## config.mk

```make
export PLATFORM = sky130hd
export DESIGN_NAME = walkTlb
export DESIGN_NICKNAME = d
export VERILOG_FILES = /design/src/rtl/walkTlbPkg.sv /design/src/rtl/walkTlbLfsr.sv /design/src/rtl/walkTlbDatapath.sv /design/src/rtl/walkTlbControl.sv /design/src/rtl/walkTlb.sv
export SDC_FILE = /design/constraint.sdc
export NUM_CORES = 1
export LEC_CHECK = 0
export ABC_CLOCK_PERIOD_IN_PS = 4750
export CORE_AREA = 4 4 112 114
export CTS_BUF_LIST = sky130_fd_sc_hd__clkbuf_4 sky130_fd_sc_hd__clkbuf_8
export DETAILED_ROUTE_END_ITERATION = 10
export DIE_AREA = 0 0 116 118
export PLACE_DENSITY = 0.82
export SETUP_SLACK_MARGIN = 0.3
export SYNTH_ARGS = -nofsm -noshare
export SYNTH_HDL_FRONTEND = slang
export SYNTH_SLANG_ARGS = --single-unit
```

## constraint.sdc

```tcl
create_clock -name clk -period 4.75 [get_ports clk]
set_input_delay 0.7125 -clock clk [delete_from_list [all_inputs] [get_ports clk]]
set_output_delay 0.7125 -clock clk [all_outputs]
set_load 0.02 [all_outputs]
```

## src/rtl/walkTlbPkg.sv

```systemverilog
package walkTlbPkg;

  typedef enum logic [1:0] {
    ST_IDLE  = 2'd0,
    ST_WALK  = 2'd1,
    ST_RETRY = 2'd2
  } tlbState_t;

  typedef struct packed {
    logic useHeld;   // look up the captured request instead of the port
    logic capture;   // latch the incoming request
    logic touch;     // update reference/dirty of the hit entry
    logic refill;    // install the fetched translation
    logic respond;   // emit a translation result
    logic fault;     // emit a page-fault pulse
  } tlbStrobes_t;

endpackage

```

## src/rtl/walkTlbLfsr.sv

```systemverilog
module walkTlbLfsr #(
  parameter int LFSR_W = 8,
  parameter logic [LFSR_W-1:0] TAPS = 8'hB8,
  parameter int OUT_W = 2
) (
  input  logic             clk,
  input  logic             rstN,
  output logic [OUT_W-1:0] pick
);

  logic [LFSR_W-1:0] state;

  always_ff @(posedge clk or negedge rstN) begin
    if (!rstN) state <= LFSR_W'(1);
    else       state <= (state >> 1) ^ (state[0] ? TAPS : '0);
  end

  assign pick = state[OUT_W-1:0];

  assert_lfsr_alive_R8: assert property (@(posedge clk) disable iff (!rstN)
    state != '0);

endmodule

```

## src/rtl/walkTlbDatapath.sv

```systemverilog
module walkTlbDatapath
  import walkTlbPkg::*;
#(
  parameter int VPN_W   = 8,
  parameter int PPN_W   = 8,
  parameter int OFF_W   = 4,
  parameter int ENTRIES = 4,
  parameter int MEM_AW  = 16
) (
  input  logic                   clk,
  input  logic                   rstN,
  input  logic                   flush,
  input  logic [VPN_W+OFF_W-1:0] reqVaddr,
  input  logic                   reqWrite,
  input  logic [MEM_AW-1:0]      ptBase,
  input  logic [PPN_W:0]         memRspData,
  input  tlbStrobes_t            strobes,
  output logic [MEM_AW-1:0]      memAddr,
  output logic                   hit,
  output logic                   pteValid,
  output logic                   rspValid,
  output logic [PPN_W+OFF_W-1:0] rspPaddr,
  output logic                   rspRefPrev,
  output logic                   rspDirty,
  output logic                   pageFault,
  output logic [VPN_W-1:0]       faultVpn
);

  localparam int VA_W  = VPN_W + OFF_W;
  localparam int IDX_W = $clog2(ENTRIES);

  logic [ENTRIES-1:0] entValid, entRef, entDirty;
  logic [VPN_W-1:0]   entVpn [ENTRIES];
  logic [PPN_W-1:0]   entPpn [ENTRIES];

  logic [VA_W-1:0]  heldVaddr;
  logic             heldWrite;
  logic [VPN_W-1:0] heldVpn, lookVpn;
  logic [OFF_W-1:0] lookOff;
  logic             lookWrite;

  logic [ENTRIES-1:0] hitVec;
  logic [IDX_W-1:0]   hitIdx, freeIdx, randIdx, victimIdx;
  logic               anyFree;

  assign heldVpn   = heldVaddr[VA_W-1:OFF_W];
  assign lookVpn   = strobes.useHeld ? heldVpn : reqVaddr[VA_W-1:OFF_W];
  assign lookOff   = strobes.useHeld ? heldVaddr[OFF_W-1:0] : reqVaddr[OFF_W-1:0];
  assign lookWrite = strobes.useHeld ? heldWrite : reqWrite;

  assign memAddr  = ptBase + MEM_AW'(heldVpn);
  assign pteValid = memRspData[PPN_W];

  always_ff @(posedge clk or negedge rstN) begin
    if (!rstN) begin
      heldVaddr <= '0;
      heldWrite <= 1'b0;
    end else if (strobes.capture) begin
      heldVaddr <= reqVaddr;
      heldWrite <= reqWrite;
    end
  end

  // Parallel compare against every slot.
  for (genvar g = 0; g < ENTRIES; g++) begin : gCompare
    assign hitVec[g] = entValid[g] && (entVpn[g] == lookVpn);
  end

  assign hit = |hitVec;

  always_comb begin
    hitIdx = '0;
    for (int i = 0; i < ENTRIES; i++)
      if (hitVec[i]) hitIdx = IDX_W'(i);
  end

  // Lowest free slot wins; otherwise the LFSR picks.
  always_comb begin
    freeIdx = '0;
    anyFree = 1'b0;
    for (int i = ENTRIES - 1; i >= 0; i--) begin
      if (!entValid[i]) begin
        freeIdx = IDX_W'(i);
        anyFree = 1'b1;
      end
    end
  end

  walkTlbLfsr #(.LFSR_W(8), .TAPS(8'hB8), .OUT_W(IDX_W)) uLfsr (
    .clk (clk),
    .rstN(rstN),
    .pick(randIdx)
  );

  assign victimIdx = anyFree ? freeIdx : randIdx;

  always_ff @(posedge clk or negedge rstN) begin
    if (!rstN) begin
      entValid <= '0;
      entRef   <= '0;
      entDirty <= '0;
      for (int i = 0; i < ENTRIES; i++) begin
        entVpn[i] <= '0;
        entPpn[i] <= '0;
      end
    end else if (flush) begin
      entValid <= '0;
      entRef   <= '0;
      entDirty <= '0;
    end else begin
      if (strobes.refill) begin
        entValid[victimIdx] <= 1'b1;
        entVpn[victimIdx]   <= heldVpn;
        entPpn[victimIdx]   <= memRspData[PPN_W-1:0];
        entRef[victimIdx]   <= 1'b0;
        entDirty[victimIdx] <= 1'b0;
      end
      if (strobes.touch) begin
        entRef[hitIdx] <= 1'b1;
        if (lookWrite) entDirty[hitIdx] <= 1'b1;
      end
    end
  end

  always_ff @(posedge clk or negedge rstN) begin
    if (!rstN) begin
      rspValid   <= 1'b0;
      rspPaddr   <= '0;
      rspRefPrev <= 1'b0;
      rspDirty   <= 1'b0;
      pageFault  <= 1'b0;
      faultVpn   <= '0;
    end else begin
      rspValid  <= strobes.respond;
      pageFault <= strobes.fault;
      if (strobes.respond) begin
        rspPaddr   <= {entPpn[hitIdx], lookOff};
        rspRefPrev <= entRef[hitIdx];
        rspDirty   <= entDirty[hitIdx] | lookWrite;
      end
      if (strobes.fault) faultVpn <= heldVpn;
    end
  end

  assert_unique_match_R1: assert property (@(posedge clk) disable iff (!rstN)
    $onehot0(hitVec));

  assert_free_first_R7: assert property (@(posedge clk) disable iff (!rstN)
    (strobes.refill && !(&entValid)) |-> !entValid[victimIdx]);

  assert_retry_hits_R5: assert property (@(posedge clk) disable iff (!rstN)
    $past(strobes.refill && !flush) |-> hit);

  assert_fault_pulse_R6: assert property (@(posedge clk) disable iff (!rstN)
    pageFault |=> !pageFault);

  assert_no_rsp_on_fault_R6: assert property (@(posedge clk) disable iff (!rstN)
    !(rspValid && pageFault));

  assert_flush_clears_R9: assert property (@(posedge clk) disable iff (!rstN)
    $past(flush) |-> (entValid == '0));

endmodule

```

## src/rtl/walkTlbControl.sv

```systemverilog
module walkTlbControl
  import walkTlbPkg::*;
(
  input  logic        clk,
  input  logic        rstN,
  input  logic        reqValid,
  input  logic        hit,
  input  logic        memRspValid,
  input  logic        pteValid,
  output logic        reqReady,
  output logic        memReqValid,
  output tlbStrobes_t strobes
);

  tlbState_t state, stateNext;

  always_ff @(posedge clk or negedge rstN) begin
    if (!rstN) state <= ST_IDLE;
    else       state <= stateNext;
  end

  always_comb begin
    stateNext = state;
    strobes   = '0;
    strobes.useHeld = (state != ST_IDLE);
    unique case (state)
      ST_IDLE: begin
        if (reqValid) begin
          strobes.capture = 1'b1;
          if (hit) begin
            strobes.touch   = 1'b1;
            strobes.respond = 1'b1;
          end else begin
            stateNext = ST_WALK;
          end
        end
      end
      ST_WALK: begin
        if (memRspValid) begin
          if (pteValid) begin
            strobes.refill = 1'b1;
            stateNext = ST_RETRY;
          end else begin
            strobes.fault = 1'b1;
            stateNext = ST_IDLE;
          end
        end
      end
      ST_RETRY: begin
        if (hit) begin
          strobes.touch   = 1'b1;
          strobes.respond = 1'b1;
          stateNext = ST_IDLE;
        end else begin
          stateNext = ST_WALK;
        end
      end
      default: stateNext = ST_IDLE;
    endcase
  end

  assign reqReady    = (state == ST_IDLE);
  assign memReqValid = (state == ST_WALK);

  assert_walk_held_R4: assert property (@(posedge clk) disable iff (!rstN)
    (memReqValid && !memRspValid) |=> memReqValid);

  assert_walk_follows_miss_R4: assert property (@(posedge clk) disable iff (!rstN)
    $rose(memReqValid) |-> $past(reqValid && !hit) || $past(!reqReady && !hit));

  assert_single_action_R1: assert property (@(posedge clk) disable iff (!rstN)
    !(strobes.touch && strobes.refill) && !(strobes.respond && strobes.fault));

endmodule

```

## src/rtl/walkTlb.sv

```systemverilog
module walkTlb
  import walkTlbPkg::*;
#(
  parameter int VPN_W   = 8,
  parameter int PPN_W   = 8,
  parameter int OFF_W   = 4,
  parameter int ENTRIES = 4,
  parameter int MEM_AW  = 16
) (
  input  logic                   clk,
  input  logic                   rstN,
  input  logic                   flush,
  input  logic [MEM_AW-1:0]      ptBase,
  input  logic                   reqValid,
  output logic                   reqReady,
  input  logic [VPN_W+OFF_W-1:0] reqVaddr,
  input  logic                   reqWrite,
  output logic                   rspValid,
  output logic [PPN_W+OFF_W-1:0] rspPaddr,
  output logic                   rspRefPrev,
  output logic                   rspDirty,
  output logic                   pageFault,
  output logic [VPN_W-1:0]       faultVpn,
  output logic                   memReqValid,
  output logic [MEM_AW-1:0]      memAddr,
  input  logic                   memRspValid,
  input  logic [PPN_W:0]         memRspData
);

  tlbStrobes_t strobes;
  logic hit, pteValid;

  walkTlbControl uCtl (
    .clk        (clk),
    .rstN       (rstN),
    .reqValid   (reqValid),
    .hit        (hit),
    .memRspValid(memRspValid),
    .pteValid   (pteValid),
    .reqReady   (reqReady),
    .memReqValid(memReqValid),
    .strobes    (strobes)
  );

  walkTlbDatapath #(
    .VPN_W(VPN_W), .PPN_W(PPN_W), .OFF_W(OFF_W),
    .ENTRIES(ENTRIES), .MEM_AW(MEM_AW)
  ) uDp (
    .clk        (clk),
    .rstN       (rstN),
    .flush      (flush),
    .reqVaddr   (reqVaddr),
    .reqWrite   (reqWrite),
    .ptBase     (ptBase),
    .memRspData (memRspData),
    .strobes    (strobes),
    .memAddr    (memAddr),
    .hit        (hit),
    .pteValid   (pteValid),
    .rspValid   (rspValid),
    .rspPaddr   (rspPaddr),
    .rspRefPrev (rspRefPrev),
    .rspDirty   (rspDirty),
    .pageFault  (pageFault),
    .faultVpn   (faultVpn)
  );

  assert_stall_during_walk_R4: assert property (@(posedge clk) disable iff (!rstN)
    memReqValid |-> !reqReady);

endmodule

```

==> results.md <==
- Status: finished, final reports clean
- Max Clk Rate: 229 MHz
- Vias: 5,110
- CP startpoint kind: input pin
- Ratio of cells with drive above 1 in the final layout: 21.1%
- Post-synth EDFFs: 0
- Unrepaired setup endpoints after global routing: true
- Initial antenna violation count: 0
- Max_slew headroom: 18.7%
- Fin area: 7940 um^2
- Top_reg_cell synth: dfrtp_1
- Critical Path RT: 4040 ps
- Reg clk slew, reported paths: 60 ps
- Pin count of the biggest net entering global routing: 68
- Num rows: 39
- # IOs: 85
- Setup Viol. Count Final: 0
- Crit. End Element: output port
- Antenna-violating nets left: 0
- Power per Cell Area: 473 nW/um^2
- Ant diodes: 0
- Clock buffer depth: 2
- Post-Layout Cell Count: 830
- Die Wd: 116 um
- Critical-path maximum fanout: 3
- Worst-margin pin slew: 1220 ps
- H-tree depth: 4
- Syn Nets: 650
- Synth Warn #: 0
- Routed WL per cell: 20.0 um
- Drt pass-1 iters: 5
- Max IR drop VDD: 351 uV
- Via/cell ratio: 6.16
- First-pass GRT wire length: 27,400 um
- Die H: 118 um
- #FFs+latches synth: 123
- Critical Path AT: 3650 ps
- R2R Path Start: uCtl.state[0]
- Hold_sp: uDp.uLfsr.state[3]
- Routability cong.: 0.931
- CTS tree: built
- Async SR Flop Fraction: 100%
- Placed insts: 798
- Yosys cell types: 67
- Min cycle time layout: 4370 ps
- Kind of critical path: in -> out
- CTS Buf Count: 17
- Share of the synthesized area in the top cell type: 46.5%
- Largest area contributor in the netlist: dfrtp_1
- Number of failing hold endpoints at the final stage: 0
- Area contributors post-synth: dfrtp_1, mux2_2, xor2_1
- Dpl cell area: 7470 um^2
- Avg Cell Area, Syn: 11.0 um^2
- Worst Hold Class: reg -> reg
- Post-Syn Area: 6570 um^2
- CORE AREA: 11,400 um^2
- MaxCap Viol Count: 0
- Residual DRC: 0
- Hold WS: 352 ps
- Gate Count Post-Synth: 598
- Final period utilization: 91.9%
- Clk sinks: 123
- Register area share after synthesis: 46.9%
- Tot GR Track Use: 25.3%
- Routed wire length: 16,600 um
- Critical path origin: ptBase[0]
- Area Growth Syn to Fin: 20.9%
- IO Port Bufs: 84
- Overflow left after global routing: 0
- Initial DRC count: 415
- Leakage: 3.49 nW
- Clock Skew: 12.9 ps
- Slew Limit Fails: 0
- Die area: 13,700 um^2
- Vias in the first global route: 5,426
- Clk_lat worst skew: 440 ps
- Half-perimeter wire length after placement: 11,300 um
- Setup TNS: 0 ps
- Final net count: 726
- Initial Utilization: 57.5%
- Root Buffer: clkbuf_8
-- registers in the layout, summed over array words and instances, names as in the netlist, 2 cells and up --
name	count
uDp.entPpn	32
uDp.entVpn	32
uDp.heldVaddr	12
uDp.rspPaddr	12
uDp.faultVpn	8
uDp.uLfsr.state	8
uDp.entDirty	4
uDp.entRef	4
uDp.entValid	4
uCtl.state	2
-- worst max-delay path, stage by stage --
cell             delay, ps
clkdlybuf4s50_1        470
ha_1                   170
inv_1                   50
fa_1                   390
nor2b_1                120
o21ai_0                120
a21oi_1                210
o21ai_0                180
a211oi_2               310
nand3_1                140
xnor2_1                140
clkdlybuf4s50_1        620
-- cells in the mapped netlist, types with 4 or more instances --
cell       instances
a221oi_1           9
a31oi_1            5
o2111ai_1          4
clkbuf_1          18
ha_1               8
mux2i_1            5
nor2b_1           10
nor4_1             6
o21ai_0           35
dfrtp_1          122
nor2_1            25
inv_1             26
xnor2_1           22
buf_4              6
mux2_2            79
nand2_1           47
xor2_1            26
nor3_1             5
o221ai_1          12
a21oi_1           17
nand3_1           16
and3_1             5
and2_1             5
a2bb2oi_2          8
buf_2             10
nand4_1            5
-- repair_timing --
| action | 4_1_cts | 5_1_grt |
|---|---|---|
| hold buffers | 0 | 0 |
| buffers inserted | 0 | 0 |
| gates resized for setup | 1 | 1 |
| endpoints found under the setup margin | 1 | 2 |
-- per-layer routing --
metal | global-route usage [%] | wire (um)
met2 | 41.0 | 8050
met1 | 32.5 | 6910
met5 | 0 | 0
met4 | 9.64 | 449
met3 | 6.17 | 1160
-- metrics by stage --
step | worst slack (ps) | util [%] | power [mW]
2_1_floorplan | 1380 | - | 2.23
3_3_place_gp | 391 | 65.4 | 2.64
3_5_place_dp | 316 | 65.4 | 2.70
4_1_cts | 407 | 69.5 | 3.75
5_1_grt | 236 | 69.5 | 3.95
6_report | 383 | 69.5 | 3.75
-- power by group --
| part | leakage (nW) | total (mW) | internal (mW) | switching (mW) |
|---|---|---|---|---|
| clock | 0.227 | 1.05 | 0.634 | 0.419 |
| sequential | 1.60 | 1.43 | 1.23 | 0.204 |
| combinational | 1.66 | 1.26 | 0.605 | 0.660 |
-- final cells by class --
cell class	count	area [um^2]
fillers	826	3480
well taps	143	179
clock inverters	9	161
inverters	27	101
flip-flops and latches	123	3080
clock buffers	23	298
multi-input cells	413	3220
repair buffers	92	901
-- final timing paths --
kind | depth (start not counted) | end | slack, ps
max in group asynchronous | 2 | uCtl.state[1] | 3450
hold reg to reg | 0 | uDp.uLfsr.state[2] | 350
setup reg to reg | 8 | uDp.rspPaddr[1] | 740
min in group asynchronous | 1 | uDp.entVpn[8] | 380
setup / recovery | 12 | memAddr[14] | 380
hold / removal | 0 | uDp.uLfsr.state[2] | 350
-- cell families after synthesis --
family / synth area share [%]
AO/OA/AOI/OAI: 15.4
XOR/XNOR: 6.40
adder cells (fa/ha/maj): 1.83
buffers and inverters: 4.19
flip-flops: 46.9
multiplexers: 14.7
AND/OR/NAND/NOR: 10.7
-- cell usage in the layout (no fill, tap or decap), types with 3 or more instances in the layout --
cell type / count
bufinv_16: 4
clkbuf_4: 3
clkdlybuf4s50_1: 82
mux2i_1: 5
and2_1: 5
nor2b_1: 10
mux2_2: 79
nor4_1: 6
xnor2_1: 22
a221oi_1: 9
xor2_1: 26
nand3_1: 16
ha_1: 8
a31oi_1: 5
buf_4: 9
nor3_1: 5
nor4b_1: 3
a2bb2oi_2: 8
dfrtp_1: 122
inv_1: 26
nor2_1: 25
nand2b_1: 3
clkbuf_8: 20
o221ai_1: 12
a21oi_1: 17
nand2_1: 47
o21bai_1: 3
nand4_1: 5
o2111ai_1: 4
clkinv_4: 3
and3_1: 5
o21ai_0: 35
(Power assumes the default switching activity.)
